### src/rtl/fss_pkg.sv
package fss_pkg;
  localparam int WORD_W     = 16;
  localparam int MAX_PLANES = 4;
  localparam int IDX_W      = $clog2(WORD_W);
  localparam int PLN_W      = $clog2(MAX_PLANES + 1);

  typedef enum logic [1:0] {
    MODE_1P  = 2'b00,
    MODE_2P  = 2'b01,
    MODE_4P  = 2'b10,
    MODE_RSV = 2'b11
  } fss_mode_e;

  typedef logic [MAX_PLANES-1:0][WORD_W-1:0] fss_group_t;

  function automatic logic [PLN_W-1:0] planes_of(fss_mode_e m);
    case (m)
      MODE_2P: planes_of = PLN_W'(2);
      MODE_4P: planes_of = PLN_W'(4);
      default: planes_of = PLN_W'(1);
    endcase
  endfunction
endpackage

### src/rtl/fss_word_fetch.sv
module fss_word_fetch
  import fss_pkg::*;
#(
  parameter int CNT_W = 8
) (
  input  logic                 clk_i,
  input  logic                 rst_ni,
  input  logic                 clear_i,
  input  logic                 active_i,
  input  logic [PLN_W-1:0]     planes_i,
  input  logic [CNT_W-1:0]     load_words_i,
  input  logic [WORD_W-1:0]    word_i,
  input  logic                 word_valid_i,
  output logic                 word_ready_o,
  input  logic                 take_i,
  output fss_group_t           back_o,
  output logic                 back_full_o,
  output logic                 fetch_done_o
);
  localparam int PL_IDX_W = (MAX_PLANES > 1) ? $clog2(MAX_PLANES) : 1;

  logic [CNT_W-1:0]    words_left_q;
  logic [PL_IDX_W-1:0] plane_q;
  logic                full_q;
  logic                store;
  logic                group_end;

  assign fetch_done_o = (words_left_q == '0);
  // surplus words are always taken once the line's quota is in
  assign word_ready_o = active_i & ~clear_i & (fetch_done_o | ~full_q);
  assign store        = word_ready_o & word_valid_i & ~fetch_done_o;
  assign group_end    = (PLN_W'(plane_q) == planes_i - PLN_W'(1));

  always_ff @(posedge clk_i or negedge rst_ni) begin
    if (!rst_ni) begin
      words_left_q <= '0;
      plane_q      <= '0;
      full_q       <= 1'b0;
    end else if (clear_i) begin
      words_left_q <= load_words_i;
      plane_q      <= '0;
      full_q       <= 1'b0;
    end else begin
      if (take_i) full_q <= 1'b0;
      if (store) begin
        words_left_q <= words_left_q - CNT_W'(1);
        if (group_end) begin
          plane_q <= '0;
          full_q  <= 1'b1;
        end else begin
          plane_q <= plane_q + PL_IDX_W'(1);
        end
      end
    end
  end

  for (genvar k = 0; k < MAX_PLANES; k++) begin : g_plane
    always_ff @(posedge clk_i or negedge rst_ni) begin
      if (!rst_ni)                                      back_o[k] <= '0;
      else if (clear_i)                                 back_o[k] <= '0;
      else if (store && plane_q == PL_IDX_W'(k))        back_o[k] <= word_i;
    end
  end

  assign back_full_o = full_q;

  AST_TAKE_FULL: assert property (@(posedge clk_i) disable iff (!rst_ni)
    take_i |-> full_q) else $error("take of a partial group");
endmodule

### src/rtl/fss_pixel_ser.sv
module fss_pixel_ser
  import fss_pkg::*;
#(
  parameter int PIX_W = 10
) (
  input  logic                  clk_i,
  input  logic                  rst_ni,
  input  logic                  clear_i,
  input  logic [IDX_W-1:0]      start_idx_i,
  input  logic [PIX_W-1:0]      width_i,
  input  fss_group_t            back_i,
  input  logic                  back_full_i,
  input  logic                  fetch_done_i,
  output logic                  take_o,
  output logic [MAX_PLANES-1:0] pix_o,
  output logic                  pix_valid_o
);
  fss_group_t            front_q;
  logic                  front_valid_q;
  logic                  started_q;
  logic                  done_q;
  logic [IDX_W-1:0]      idx_q;
  logic [PIX_W-1:0]      cnt_q;
  logic [PIX_W-1:0]      width_q;
  logic [IDX_W-1:0]      bit_sel;
  logic [MAX_PLANES-1:0] colour;
  logic                  emit;
  logic                  last_pix;
  logic                  grp_end;

  // hold off the first pixel until a second group is ready, so the line runs gap-free
  assign emit     = front_valid_q & ~done_q & (started_q | back_full_i | fetch_done_i);
  assign last_pix = emit & (cnt_q == width_q - PIX_W'(1));
  assign grp_end  = emit & (idx_q == IDX_W'(WORD_W - 1));
  assign take_o   = ~clear_i & ~done_q & back_full_i & (~front_valid_q | (grp_end & ~last_pix));
  assign bit_sel  = IDX_W'(WORD_W - 1) - idx_q;

  for (genvar k = 0; k < MAX_PLANES; k++) begin : g_bit
    assign colour[k] = front_q[k][bit_sel];
  end

  always_ff @(posedge clk_i or negedge rst_ni) begin
    if (!rst_ni) begin
      front_q       <= '0;
      front_valid_q <= 1'b0;
      started_q     <= 1'b0;
      done_q        <= 1'b0;
      idx_q         <= '0;
      cnt_q         <= '0;
      width_q       <= '0;
      pix_o         <= '0;
      pix_valid_o   <= 1'b0;
    end else if (clear_i) begin
      front_valid_q <= 1'b0;
      started_q     <= 1'b0;
      done_q        <= 1'b0;
      idx_q         <= start_idx_i;
      cnt_q         <= '0;
      width_q       <= width_i;
      pix_valid_o   <= 1'b0;
    end else begin
      pix_valid_o <= emit;
      if (emit) begin
        pix_o     <= colour;
        cnt_q     <= cnt_q + PIX_W'(1);
        idx_q     <= idx_q + IDX_W'(1);
        started_q <= 1'b1;
      end
      if (last_pix) begin
        done_q        <= 1'b1;
        front_valid_q <= 1'b0;
      end else if (take_o) begin
        front_q       <= back_i;
        front_valid_q <= 1'b1;
      end else if (grp_end) begin
        front_valid_q <= 1'b0;
      end
    end
  end

  AST_COUNT_BOUND: assert property (@(posedge clk_i) disable iff (!rst_ni)
    cnt_q <= width_q) else $error("pixel count past line width");
endmodule

### src/rtl/fss_shifter.sv
module fss_shifter
  import fss_pkg::*;
#(
  parameter int LO_PIXELS = 320,
  parameter int HI_PIXELS = 640
) (
  input  logic                  clk_i,
  input  logic                  rst_ni,
  input  logic [1:0]            mode_i,
  input  logic [3:0]            offset_i,
  input  logic                  line_start_i,
  input  logic [WORD_W-1:0]     word_i,
  input  logic                  word_valid_i,
  output logic                  word_ready_o,
  output logic [MAX_PLANES-1:0] pix_o,
  output logic                  pix_valid_o
);
  localparam int LO_GROUPS = LO_PIXELS / WORD_W;
  localparam int HI_GROUPS = HI_PIXELS / WORD_W;
  localparam int MAX_PIX   = (LO_PIXELS > HI_PIXELS) ? LO_PIXELS : HI_PIXELS;
  localparam int MAX_GRP   = (LO_GROUPS > HI_GROUPS) ? LO_GROUPS : HI_GROUPS;
  localparam int MAX_WORDS = MAX_PLANES * (MAX_GRP + 1);
  localparam int CNT_W     = $clog2(MAX_WORDS + 1);
  localparam int PIX_W     = $clog2(MAX_PIX + 1);

  fss_mode_e        mode_in;
  fss_mode_e        mode_q;
  logic             active_q;
  logic [CNT_W-1:0] groups_in;
  logic [CNT_W-1:0] load_words;
  logic [PIX_W-1:0] width_in;
  fss_group_t       back;
  logic             back_full;
  logic             fetch_done;
  logic             take;

  assign mode_in    = fss_mode_e'(mode_i);
  assign groups_in  = (mode_in == MODE_4P) ? CNT_W'(LO_GROUPS) : CNT_W'(HI_GROUPS);
  assign width_in   = (mode_in == MODE_4P) ? PIX_W'(LO_PIXELS) : PIX_W'(HI_PIXELS);
  // nonzero skip pulls one more group to refill the tail of the line
  assign load_words = CNT_W'(planes_of(mode_in)) * (groups_in + CNT_W'(offset_i != 4'd0));

  always_ff @(posedge clk_i or negedge rst_ni) begin
    if (!rst_ni) begin
      mode_q   <= MODE_1P;
      active_q <= 1'b0;
    end else if (line_start_i) begin
      mode_q   <= mode_in;
      active_q <= 1'b1;
    end
  end

  fss_word_fetch #(.CNT_W(CNT_W)) u_fetch (
    .clk_i        (clk_i),
    .rst_ni       (rst_ni),
    .clear_i      (line_start_i),
    .active_i     (active_q),
    .planes_i     (planes_of(mode_q)),
    .load_words_i (load_words),
    .word_i       (word_i),
    .word_valid_i (word_valid_i),
    .word_ready_o (word_ready_o),
    .take_i       (take),
    .back_o       (back),
    .back_full_o  (back_full),
    .fetch_done_o (fetch_done)
  );

  fss_pixel_ser #(.PIX_W(PIX_W)) u_ser (
    .clk_i        (clk_i),
    .rst_ni       (rst_ni),
    .clear_i      (line_start_i),
    .start_idx_i  (IDX_W'(offset_i)),
    .width_i      (width_in),
    .back_i       (back),
    .back_full_i  (back_full),
    .fetch_done_i (fetch_done),
    .take_o       (take),
    .pix_o        (pix_o),
    .pix_valid_o  (pix_valid_o)
  );

  AST_IDLE_QUIET: assert property (@(posedge clk_i) disable iff (!rst_ni)
    !active_q |-> (!word_ready_o && !pix_valid_o)) else $error("activity before first line");
  AST_LINE_START_CLEAR: assert property (@(posedge clk_i) disable iff (!rst_ni)
    line_start_i |=> !pix_valid_o) else $error("pixel right after line start");
  AST_ONE_PLANE_BITS: assert property (@(posedge clk_i) disable iff (!rst_ni)
    (pix_valid_o && (mode_q == MODE_1P || mode_q == MODE_RSV)) |-> (pix_o[MAX_PLANES-1:1] == '0))
    else $error("upper index bits set in one-plane depth");
  AST_TWO_PLANE_BITS: assert property (@(posedge clk_i) disable iff (!rst_ni)
    (pix_valid_o && mode_q == MODE_2P) |-> (pix_o[MAX_PLANES-1:2] == '0))
    else $error("upper index bits set in two-plane depth");
endmodule

### config.mk
export PLATFORM = sky130hd
export DESIGN_NAME = fss_shifter
export DESIGN_NICKNAME = d
export VERILOG_FILES = /design/src/rtl/fss_pkg.sv /design/src/rtl/fss_word_fetch.sv /design/src/rtl/fss_pixel_ser.sv /design/src/rtl/fss_shifter.sv
export SDC_FILE = /design/constraint.sdc
export NUM_CORES = 1
export LEC_CHECK = 0
export ABC_AREA = 1
export BUFFER_PORTS_ARGS = -buffer_cell sky130_fd_sc_hd__buf_4
export CAP_MARGIN = 10
export CORE_MARGIN = 5
export CORE_UTILIZATION = 40
export CTS_CLUSTER_SIZE = 8
export DETAILED_ROUTE_END_ITERATION = 10
export PLACE_DENSITY_LB_ADDON = 0.12
export RECOVER_POWER = 100
export SYNTH_ARGS = -nofsm -noshare
export SYNTH_HDL_FRONTEND = slang
export SYNTH_HIERARCHICAL = 1
export SYNTH_SLANG_ARGS = --single-unit
### constraint.sdc
create_clock -name clk_i -period 2.5 [get_ports clk_i]
set_clock_uncertainty 0.2 [all_clocks]
set_input_delay 0.125 -clock clk_i [delete_from_list [all_inputs] [get_ports clk_i]]
set_output_delay 0.125 -clock clk_i [all_outputs]
set_load 0.05 [all_outputs]
# Word-level counts from Yosys, hierarchy flattened
# Index checks and enable logic that the tools add are counted.
[totals]
output_inout_bits = 6
regBits = 174
in_bits = 26
[op_classes]
n_reduce_logical = 17
n_mux = 42
order_cmp = 1
add_sub_neg = 8
n_mul = 1
n_bitwise = 22
n_eq_ne = 10
[op_table]
columns = ["op", "n"]
rows = [
  ["two-way mux 16 bit", 8],
  ["two-way mux 10 bit", 3],
  ["two-way mux 1 bit", 17],
  ["binary-select mux 1 bit (select 4 bit)", 4],
  ["two-way mux 8 bit", 2],
  ["nonzero test 2 bit", 7],
  ["AND 1 bit", 12],
  ["case mux 3 bit (2 select lines)", 2],
  ["adder 10 x 1 -> 10 bit (second input constant)", 1],
  ["equality test 10 bit", 1],
  ["subtractor 10 x 1 -> 10 bit (second input constant)", 1],
  ["equality test 2 bit (second input constant)", 4],
  ["logical NOT 8 bit", 1],
  ["multiplier 3 x 7 -> 8 bit", 1],
  ["two-way mux 4 bit", 2],
  ["nonzero test 4 bit", 2],
  ["subtractor 8 x 1 -> 8 bit (second input constant)", 1],
  ["adder 6 x 1 -> 7 bit", 1],
  ["equality test 2 x 1 -> 1 bit (second input constant)", 3],
  ["two-way mux 2 bit", 3],
  ["two-way mux 6 bit", 1],
  ["inverter 1 bit", 6],
  ["< comparator 4 x 5 -> 1 bit (second input constant)", 1],
  ["adder 4 x 1 -> 4 bit (second input constant)", 1],
  ["10 further kinds", 16],
]

# Longest topological paths before layout
# Gate-level depths: netlist of run 1.
[logic_depth]
depth_word = 12
depth_mapped = 20

# Hierarchy
# Netlist of run 1, hierarchy kept.
[by_module_without_submodules]
columns = ["mod", "cells_per_inst", "area_per_inst_um2", "seq_area_each_um2", "instances"]
rows = [
  ["fss_pixel_ser", 649, 4928.5, 2402.3, 1],
  ["fss_word_fetch", 435, 3582.2, 1876.8, 1],
  ["fss_shifter", 35, 275.3, 75.1, 1],
]

# Least setup slack after synthesis of run 1
# No wires, ideal clock.
[synth_path]
path_kind = "reg-to-reg"
from = "register u_fetch.words_left_q[0]"
to = "register u_fetch.full_q (netlist: u_fetch/back_full_o)"
path_slack_ns = 0.152
arrival_time_ns = 2.017
path_stages_with_launch = 18
required_time_ns = 2.169
synth_period_minus_slack_ns = 2.348
cell_sequence = "dfrtp_1 inv_1 ha_1 nand2_1 nor2_1 nand2_4 inv_1 nor2_1 a21oi_4 nand4_1 a21oi_1 nand2_1 buf_6 buf_4 inv_1 nor2_1 nor2_1 nor2_1"
[synth_between]
elab_chain_cells = 12
elab_cells_between_ends = 18
classes_between = "4 x mux; 13 x bitwise; 1 x reduce/logical"
[synth_rtl]
columns = ["item", "line_no", "text"]
rows = [
  ["start, declared", "fss_word_fetch.sv:22", "logic [CNT_W-1:0] words_left_q;"],
  ["start signal, assigned", "fss_word_fetch.sv:40", "words_left_q <= load_words_i;"],
  ["start signal, assigned", "fss_word_fetch.sv:46", "words_left_q <= words_left_q - CNT_W'(1);"],
  ["logical NOT 8 bit *", "fss_word_fetch.sv:28", "assign fetch_done_o = (words_left_q == '0);"],
  ["net fetch_done", "fss_shifter.sv:34", "logic fetch_done;"],
  ["OR 1 bit *", "fss_pixel_ser.sv:32", "assign emit = front_valid_q & ~done_q & (started_q | back_full_i | fetch_done_i);"],
  ["AND 1 bit *", "fss_pixel_ser.sv:32", ""],
  ["AND 1 bit", "fss_pixel_ser.sv:33", "assign last_pix = emit & (cnt_q == width_q - PIX_W'(1));"],
  ["inverter 1 bit (no line)", "n/a", ""],
  ["AND 1 bit *", "fss_pixel_ser.sv:35", "assign take_o = ~clear_i & ~done_q & back_full_i & (~front_valid_q | (grp_end & ~last_pix));"],
  ["OR 1 bit *", "fss_pixel_ser.sv:35", ""],
  ["AND 1 bit *", "fss_pixel_ser.sv:35", ""],
  ["net take", "fss_shifter.sv:35", "logic take;"],
  ["two-way mux 1 bit *", "fss_word_fetch.sv:44", "if (take_i) full_q <= 1'b0;"],
  ["two-way mux 1 bit", "fss_word_fetch.sv:47", "if (group_end) begin"],
  ["two-way mux 1 bit *", "fss_word_fetch.sv:45", "if (store) begin"],
  ["two-way mux 1 bit *", "fss_word_fetch.sv:39", "end else if (clear_i) begin"],
  ["end signal, assigned", "fss_word_fetch.sv:38", "full_q <= 1'b0;"],
  ["end signal, assigned", "fss_word_fetch.sv:44", ""],
  ["end signal, assigned", "fss_word_fetch.sv:49", "full_q <= 1'b1;"],
  ["end, declared", "fss_word_fetch.sv:24", "logic full_q;"],
]
# The timed path passes the listed nets; every way through them passes the cells marked *.
# A chain may end at the register's enable or synchronous reset.

# Worst setup path in the final report of run 1
[layout_path]
from = "register u_fetch.words_left_q[1]"
to = "register u_ser/front_q[33] (netlist name)"
[layout_between]
elab_chain_cells = 9
elab_cells_between_ends = 10
classes_between = "8 x bitwise; 2 x reduce/logical"
[layout_rtl]
columns = ["item", "line_no", "text"]
rows = [
  ["logical NOT 8 bit *", "fss_word_fetch.sv:28", ""],
  ["net fetch_done", "fss_shifter.sv:34", ""],
  ["OR 1 bit *", "fss_pixel_ser.sv:32", ""],
  ["AND 1 bit *", "fss_pixel_ser.sv:32", ""],
  ["AND 1 bit", "fss_pixel_ser.sv:33", ""],
  ["inverter 1 bit (no line)", "n/a", ""],
  ["AND 1 bit", "fss_pixel_ser.sv:35", ""],
  ["OR 1 bit", "fss_pixel_ser.sv:35", ""],
  ["AND 1 bit", "fss_pixel_ser.sv:35", ""],
  ["AND reduction 3 bit (no line) *", "n/a", ""],
  ["end signal, assigned", "fss_pixel_ser.sv:73", "front_q <= back_i;"],
  ["end, declared", "fss_pixel_ser.sv:18", "fss_group_t front_q;"],
]
# Marks and branches as above.

==> results.tsv, run 1 <==
metric	value	unit
status	finished clean	
synth_commonest_cells	nand2_1 (386), dfrtp_1 (174), nand3_1 (155), nor2_1 (97), inv_1 (72)	
dpl.hpwl	15750	um
synthCells	1119	
reg2regPathDepth	14	
yosys.area.top_type	dfrtp_1	
die_x	158.2	um
total_power	8.595	mW
worstMarginPinSlew	1.378	ns
grt-ovfl-total	0	
startpoint	u_fetch/words_left_q[1]	
grt_use_met1	0.3101	
finalCritPeriodShare	0.9811	
grt_pass1_vias	7259	
clk_latency	0.43	ns
ys_top_cells_by_area	dfrtp_1 (50%), nand2_1 (16%), nand3_1 (8.8%)	
drc_errors	0	
yosys_warnings	6	
first_pass_iters	5	
path_class	reg -> reg	
grtUsageMet3	0.03062	
ioPinCount	32	
cpPeakStageDelay	0.36	ns
rsz0062_at_grt	true	
grt_max_degree	67	
synth_top_area_share	0.4956	
nets	1222	
fin_util	0.4818	
grt_antenna_before_repair	0	
yosysMostFrequentCell	nand2_1	
synth_enable_flop_cells	0	
crit_family	simple AND/OR/NAND/NOR gates	
viasPerCell	5.040	
fp.dieH	158.2	um
wirelength	24530	um
cp_max_fo	8	
endpoint_kind	register	
fmax	407.7	MHz
place_ws	0.03625	ns
startpoint_type	register	
relSlewSlack	0.08155	
r2r-end	u_ser/front_q[33]	
crit_chain	inv_1 > ha_4 > nand2_4 > nor2_4 > nand2_4 > inv_2 > nor2_2 > a21oi_4 > nand4_1 > a21oi_4 > buf_6 > clkbuf_16 > nand3_2 > nand2_1	
required	2.66	ns
ir_drop	345.1	uV
cap_violations	0	
fin_ws	0.04732	ns
path_depth	14	
period_minus_slack	2.453	ns
synth_area	8786	sq um
final-hold-violation-count	0	
hold_path_class	in -> reg	
coreArea	21760	sq um
p_per_area	820.0	nW/um^2
post_drt_wl_per_cell	16.67	um
ys.flop_type	dfrtp_1	
core.rowCount	54	
cts-root-buf	clkbuf_16	
dieArea	25030	sq um
ys_types	39	
track_usage	0.1984	
grt_pass1_wl	39340	um
initial_core_util	0.4038	
syn_to_final_growth	19.30	%
antennaDiodeCount	0	
arrival	2.61	ns
synthArstFlopShare	1.000	
final_area	10480	sq um
setup_viol	0	
ant_nets	0	
num_vias	7414	
crit_buf_inv	4	
io_buffers	31	
clk_path_buf_depth	2	
yosys_register_bits	174	
cts_max_level	4	
numCtsBuffers	17	
slew_violations	0	
busiest_layer	met1	
cts_tree	yes	
synth.avg_cell_area	7.852	sq um
clock-sinks	174	
cp_slowest_cell	dfrtp_1	
crit_end	u_ser/front_q[33]	
place_congestion	0.8042	
reg2reg_slack	0.05	ns
synth_seq_area_share	0.4956	
rr_startpoint	u_fetch/words_left_q[1]	
clk_pin_slew	0.07	ns
gr-usage-met2	0.2918	
p_leak	5.474	nW
placed_area	9340	sq um
drtIter0Drc	561	
final_layout_size_suffix_gt1_frac	0.1310	
per-layer routing:
layer / wire, um / up-vias
met5: 0 / -
li1: - / 3695
met2: 10690 / 208
met4: 232 / 0
met3: 1243 / 19
met1: 12360 / 3492
worst min-delay path by stage:
stage	cells after the start	slack (ns)	end	startpoint
floorplan	0	-0.37	active_q	rst_ni
CTS	2	0.03	mode_q[1]	rst_ni
global route	3	0.28	u_ser/idx_q[3]	offset_i[3]
detailed placement	1	-0.06	mode_q[1]	rst_ni
global placement	1	-0.06	mode_q[1]	rst_ni
finish	3	0.26	u_ser/idx_q[3]	offset_i[3]
stage by stage:
step	setup TNS, ns	instances	hold WS, ns
floorplan	0	1124	-0.3706
finish	0	1471	0.2628
global route	-8.645	1471	0.2843
global placement	0	1401	-0.05682
CTS	0	1462	0.02957
detailed placement	0	1401	-0.06266
state kept, by name, summed over array words and instances, names as in the netlist, 2 cells and up:
name,flops
mode_q,2
u_fetch/plane_q,2
u_fetch/back_o,64
u_fetch/words_left_q,8
u_ser/front_q,64
u_ser/pix_o,4
u_ser/width_q,10
u_ser/cnt_q,10
u_ser/idx_q,4
cell usage in the layout, fill, tap and decap left out, types with 5 or more instances in the layout:
cell type,instances
a21oi_1,10
buf_12,6
buf_4,42
clkbuf_1,6
clkbuf_16,21
conb_1,6
dfrtp_1,174
dlygate4sd3_1,29
ha_1,17
inv_1,69
inv_2,13
inv_6,5
nand2_1,375
nand2_2,15
nand2_4,7
nand3_1,143
nand3_2,8
nand4_1,5
nor2_1,95
o211ai_1,14
o21ai_0,61
or2_2,6
xor2_1,8
final cells by class:
type                    instances  area, sq um
well taps                     280        350.3
flip-flops and latches        174         4354
multi-input cells             806         3933
repair buffers                 96        933.4
inverters                      83        311.5
clock inverters                14        160.2
clock buffers                  18        439.2
fillers                      2178        11270
where the power goes:
group / internal (mW) / total, mW / leakage (nW) / switching, mW
clock: 1.46 / 2.72 / 0.293 / 1.26
sequential: 3.54 / 4.01 / 2.29 / 0.471
combinational: 0.724 / 1.86 / 2.89 / 1.14
timing repair:
item                                    in CTS  in global routing
endpoints found under the setup margin       0                 67
hold buffers                                29                  0
buffers inserted                             0                  2
hold endpoints to repair                   248                  0
resized for setup                            0                 42
worst register-to-register path, stage by stage, from the launching register on:
cell and delay, ns:
dfrtp_1 0.36, inv_1 0.12, ha_4 0.16, nand2_4 0.05, nor2_4 0.11, nand2_4 0.05, inv_2 0.05, nor2_2 0.04
a21oi_4 0.22, nand4_1 0.22, a21oi_4 0.27, buf_6 0.18, clkbuf_16 0.19, nand3_2 0.09, nand2_1 0.07
cell families after synthesis:
logic type      after synthesis  synth area share
simple gates                672            0.3243
xor+xnor                     11           0.01097
other cells                   1         0.0004268
flops                       174            0.4956
fa+ha+maj                    18           0.02563
buf+inv                     144           0.07733
compound gates               99           0.06579
Note: power is estimated with default switching activity, not from simulation.
==> run 2, diff against run 1 <==
--- a/config.mk
+++ b/config.mk
@@ -16,5 +16,4 @@
 export RECOVER_POWER = 100
 export SYNTH_ARGS = -nofsm -noshare
 export SYNTH_HDL_FRONTEND = slang
-export SYNTH_HIERARCHICAL = 1
 export SYNTH_SLANG_ARGS = --single-unit
==> run 2 against run 1 <==
The run now ends with max-capacitance violations, max-slew violations left. Combinational power is 15% lower. Cell area is 15% lower. Via count is 19% lower. Synthesized cell count is 21% lower. Sequential power is 4% lower. Sequential share of layout area is 5.0 points higher. Setup slack better by 0.15 ns. Wire length is 22% lower. Global-route usage is 1.2 points lower. Worst hold slack worse by 0.0071 ns. Core utilization is 0.34 points lower. Highest routed layer unchanged.
==> results.tsv, run 2 <==
metric	value	unit
status	finished, violations left	
violations	max-capacitance violations, max-slew violations	
tns	0	ns
post_drt_wl_per_cell	16.07	um
synth_enable_flop_cells	0	
grt_max_degree	69	
post_cts_resized	0	
drc_errors	0	
reg2reg_slack	0.19	ns
synthCells	887	
clk_pin_slew	0.07	ns
die_x	147.5	um
synth_top_area_share	0.5493	
syn-num-nets	928	
final_area	8917	sq um
synth_top_family_by_area	simple AND/OR/NAND/NOR gates	
rr_startpoint	u_ser.width_q[8]	
num_vias	5981	
io_buffers	31	
swShare	0.3129	
worstHoldEndpoint	active_q	
core.rowCount	50	
nets	981	
final-hold-violation-count	0	
synthMuxAreaShare	0	
clk_latency	0.42	ns
grt_pass1_wl	32230	um
p_switching	2.533	mW
place_ws	0.1808	ns
ys.flop_type	dfrtp_1	
wirelength	19060	um
yosys.area.top_type	dfrtp_1	
synth_simple_gate_area_frac	0.2351	
grt_pass1_vias	6073	
cp_max_fo	36	
relSlewSlack	-0.02985	
drtIter0Drc	317	
p_int	5.561	mW
pwr-share-clk	0.330	
r2r-end	u_ser.front_q[5]	
numCtsBuffers	17	
hold_depth	2	
place_congestion	0.7799	
cts_tree	yes	
ir_drop	487.4	uV
worstMarginPinSlew	1.545	ns
syn_to_final_growth	17.92	%
rsz0062_at_grt	false	
ys_top_cells_by_area	dfrtp_1 (55%), nand2_1 (13%), o21ai_0 (7.4%)	
first_pass_iters	5	
synth_area	7562	sq um
yosys_register_bits	166	
grt_antenna_before_repair	0	
synth_fa_ha_area_frac	0.02482	
yosys_warnings	0	
path_class	reg -> reg	
mostFrequentLayoutCells	nand2_1 (266), dfrtp_1 (166), o21ai_0 (112)	
hold_start	active_q	
ys_types	35	
antennaDiodeCount	0	
synth_compound_area_frac	0.1218	
dpl.hpwl	12150	um
synthArstFlopShare	1.000	
p_per_area	907.7	nW/um^2
slew_violations	132	
hold_buffers	32	
placed_area	8135	sq um
power_frac_seq	0.474	
cap_violations	2	
grt-ovfl-total	0	
finalCritPeriodShare	0.9228	
ioPinCount	32	
synth_seq_area_share	0.5493	
reg2regPathDepth	11	
yosysMostFrequentCell	nand2_1	
synth_commonest_cells	nand2_1 (265), dfrtp_1 (166), o21ai_0 (112), nand3_1 (78), nor2_1 (70)	
clk_path_buf_depth	2	
period_minus_slack	2.307	ns
required	2.61	ns
viasPerCell	5.043	
cts_max_level	4	
fmax	433.5	MHz
hold_path_class	reg -> reg	
dieArea	21750	sq um
reg.largest.list	u_fetch.back_o x64, u_ser.front_q x64, u_ser.cnt_q x10	
final_layout_size_suffix_gt1_frac	0.09349	
synth.avg_cell_area	8.526	sq um
ant_nets	0	
endpoint_kind	register	
startpoint_type	register	
track_usage	0.1861	
coreArea	18640	sq um
postCtsSetupBuffers	0	
final_common_cell	nand2_1	
synth_xor_area_frac	0.01506	
fin_ws	0.1930	ns
setup_viol	0	
arrival	2.42	ns
initial_core_util	0.4056	
p_leak	4.352	nW
pwr-share-comb	0.196	
cts-root-buf	clkbuf_16	
clock-sinks	166	
fp.dieH	147.5	um
## run 2: cell count changes after synthesis, sizes merged, moves of 19 or more
cell	delta
o21ai	+58
nand2	-129
buf	-19
nand3	-75
nor2	-30
inv	-35
## run 2: through the flow
step	total power, mW	util	cells	hold slack, ns
floorplan	4.889	-	887	-0.3706
global placement	5.466	0.4364	1123	-0.1350
detailed placement	5.492	0.4364	1123	-0.1375
CTS	8.243	0.4860	1186	0.03861
global route	8.640	0.4783	1186	0.2763
finish	8.094	0.4783	1186	0.2557
## run 2: layer usage
metal / track usage / vias up / wire length [um]
met5: 0 / - / 0
met4: 0.04706 / 0 / 128
met3: 0.03525 / 10 / 505
met2: 0.3065 / 71 / 9272
met1: 0.2553 / 2893 / 9156
li1: - / 3007 / -
## run 2: critical path, cell delays in order (launching register included)
cell	delay [ns]
dfrtp_1	0.39
inv_1	0.08
ha_1	0.30
xnor2_1	0.14
nand2_1	0.07
nor2_1	0.15
nand3_1	0.13
nand2_1	0.12
inv_2	0.20
buf_12	0.25
nand3_1	0.08
nand2_1	0.06
## run 2: worst max-delay path by stage
stage,cells after the start,to,from,slack [ns]
2_1_floorplan,11,u_ser.front_q[15],u_ser.width_q[8],0.60
3_3_place_gp,11,u_ser.front_q[5],u_ser.width_q[8],0.19
3_5_place_dp,11,u_ser.front_q[55],u_ser.width_q[8],0.18
4_1_cts,11,u_ser.front_q[21],u_ser.width_q[8],0.17
5_1_grt,11,u_ser.front_q[33],u_ser.width_q[8],0.007
6_report,11,u_ser.front_q[5],u_ser.width_q[8],0.19
## run 2: power groups by stage
stage	Clock, mW	Sequential, mW	Combinational, mW
3_3_place_gp	0	3.89	1.58
4_1_cts	2.73	3.84	1.67
2_1_floorplan	0	3.78	1.11
3_5_place_dp	0	3.88	1.62
6_report	2.67	3.84	1.59
5_1_grt	2.86	3.93	1.85
## run 2: area by class of cell
type | instances | area (sq um)
fill | 1844 | 9726
sequential | 166 | 4154
multi-input combinational | 625 | 2989
timing repair buffer | 83 | 709.4
clock buffer | 19 | 452.9
tap | 234 | 292.8
inverter | 47 | 176.4
clock inverter | 12 | 142.6
## run 2: kinds of logic after synthesis
kind of cell	after synthesis
xor+xnor	13
buf+inv	96
flops	166
compound gates	166
fa+ha+maj	15
simple gates	431
==> run 3, diff against run 2 <==
--- a/config.mk
+++ b/config.mk
@@ -8,6 +8,7 @@
 export ABC_AREA = 1
 export BUFFER_PORTS_ARGS = -buffer_cell sky130_fd_sc_hd__buf_4
 export CAP_MARGIN = 10
+export CORE_ASPECT_RATIO = 1.25
 export CORE_MARGIN = 5
 export CORE_UTILIZATION = 40
 export CTS_CLUSTER_SIZE = 8
==> run 3 against run 2 <==
The run now ends clean. Sequential power about the same. Setup slack worse by 0.0027 ns. Flip-flop and latch count unchanged.
==> results.tsv, run 3 (synthesis gave the netlist of run 2 again) <==
metric	value	unit
rsz0062_at_grt	false	
cpPeakStageDelay	0.40	ns
clk_path_buf_depth	2	
fin_ws	0.1903	ns
crit_chain	inv_1 > ha_1 > nand2_1 > o21ai_2 > nand2_1 > nand2_1 > inv_1 > a22o_1	
reg2reg_slack	0.19	ns
status	finished clean	
viasPerCell	4.995	
grt_max_degree	75	
ant_nets	0	
clock-sinks	166	
clk_pin_slew	0.07	ns
cap_violations	0	
worstHoldEndpoint	active_q	
cts_max_level	4	
cp_max_fo	10	
hold_start	active_q	
first_pass_iters	4	
path_class	reg -> reg	
place_ws	0.2389	ns
startpoint_type	register	
fill_cells	1834	
setup_viol	0	
ioPinCount	32	
fp.dieH	163.7	um
post_drt_wl_per_cell	16.29	um
cts_tree	yes	
endpoint_kind	register	
crit_family	simple AND/OR/NAND/NOR gates	
numCtsBuffers	17	
worstMarginPinSlew	1.271	ns
ir_drop	512.7	uV
final_common_cell	nand2_1	
grt_antenna_before_repair	0	
clk_latency	0.43	ns
place_congestion	0.7546	
arrival	2.43	ns
reg.largest.list	u_fetch.back_o x64, u_ser.front_q x64, u_ser.cnt_q x10	
cp_slowest_cell	dfrtp_1	
grt-ovfl-total	0	
tns	0	ns
hold_path_class	reg -> reg	
slew_violations	0	
io_buffers	31	
syn_to_final_growth	18.37	%
dieArea	21770	sq um
crit_top_cell	nand2_1	
r2r-end	u_ser.cnt_q[1]	
crit_buf_inv	2	
grt_pass1_vias	6014	
relSlewSlack	0.1527	
coreArea	18710	sq um
wirelength	19230	um
required	2.62	ns
mostFrequentLayoutCells	nand2_1 (266), dfrtp_1 (166), o21ai_0 (114)	
grt_pass1_wl	32170	um
antennaDiodeCount	0	
initial_core_util	0.4042	
drc_errors	0	
final_layout_size_suffix_gt1_frac	0.09168	
num_vias	5899	
finalCritPeriodShare	0.9239	
final-hold-violation-count	0	
p_per_area	909.2	nW/um^2
cts-root-buf	clkbuf_16	
dpl.hpwl	12360	um
rr_startpoint	u_fetch.words_left_q[0]	
drtIter0Drc	398	
period_minus_slack	2.310	ns
post_cts_resized	0	
fmax	433.0	MHz
track_usage	0.1875	
nets	977	
die_x	133.0	um
core.rowCount	56	
reg2regPathDepth	8	
hold_depth	2	
p_leak	4.380	nW
-- run 3: changes by cell type in the layout (fill, tap and decap cells not counted), sizes merged --
cell and change:
clkbuf -8, clkinv +1, buf +3, dlygate4sd3 -1, bufinv -1, inv +5
clkinvlp -2
-- run 3: area by class of cell --
cell class,instances,area [sq um],area share
sequential,166,4154,0.4641
multi-input combinational,625,2978,0.3327
timing repair buffer,79,748.2,0.08359
clock buffer,17,425.4,0.04753
tap,232,290.3,0.03243
clock inverter,15,178.9,0.01999
inverter,47,176.4,0.01971
-- run 3: stage by stage --
stage	total power [mW]	cell area (sq um)	utilization	hold slack, ns	std cells
floorplan	4.889	7562	-	-0.3706	887
global placement	5.465	8105	0.4333	-0.09249	1119
detailed placement	5.486	8105	0.4333	-0.08810	1119
CTS	8.253	9010	0.4816	0.007131	1181
global route	8.667	8951	0.4785	0.2684	1181
finish	8.139	8951	0.4785	0.2555	1181
-- run 3: report_power, final --
part | switching, mW | internal (mW)
registers | 0.419 | 3.40
clock network | 1.26 | 1.44
logic | 0.988 | 0.628
total | 2.67 | 5.47
-- run 3: worst max-delay path by stage --
stage	startpoint	end	slack, ns	cells after the start
6_report	u_fetch.words_left_q[0]	u_ser.cnt_q[1]	0.19	8
5_1_grt	u_fetch.words_left_q[0]	u_ser.front_q[0]	0.05	10
4_1_cts	u_fetch.words_left_q[0]	u_ser.front_q[0]	0.23	10
3_5_place_dp	u_fetch.words_left_q[0]	u_ser.front_q[0]	0.24	10
3_3_place_gp	u_fetch.words_left_q[0]	u_ser.front_q[0]	0.22	10
2_1_floorplan	u_ser.width_q[8]	u_ser.front_q[15]	0.60	11
-- run 3: repair_timing --
action                     4_1_cts  5_1_grt
hold endpoints to repair       243        0
buffers inserted                 0        0
hold buffers                    30        0
setup endpoints to repair        0        0
-- run 3: worst reg2reg max path, cell delays in order (launching register included) --
cell     delay (ns)
dfrtp_1        0.40
inv_1          0.10
ha_1           0.15
nand2_1        0.08
o21ai_2        0.26
nand2_1        0.26
nand2_1        0.39
inv_1          0.15
a22o_1         0.20
-- run 3: metal layers --
metal  global-route usage  vias up  part of all wire  routed length, um
li1                     -     2990                 -                  -
met1               0.2483     2804              0.46               8925
met2               0.3161       84              0.49               9494
met3              0.03278       21             0.029                561
met4              0.05718        0             0.013                252
met5                    0        -                 0                  0
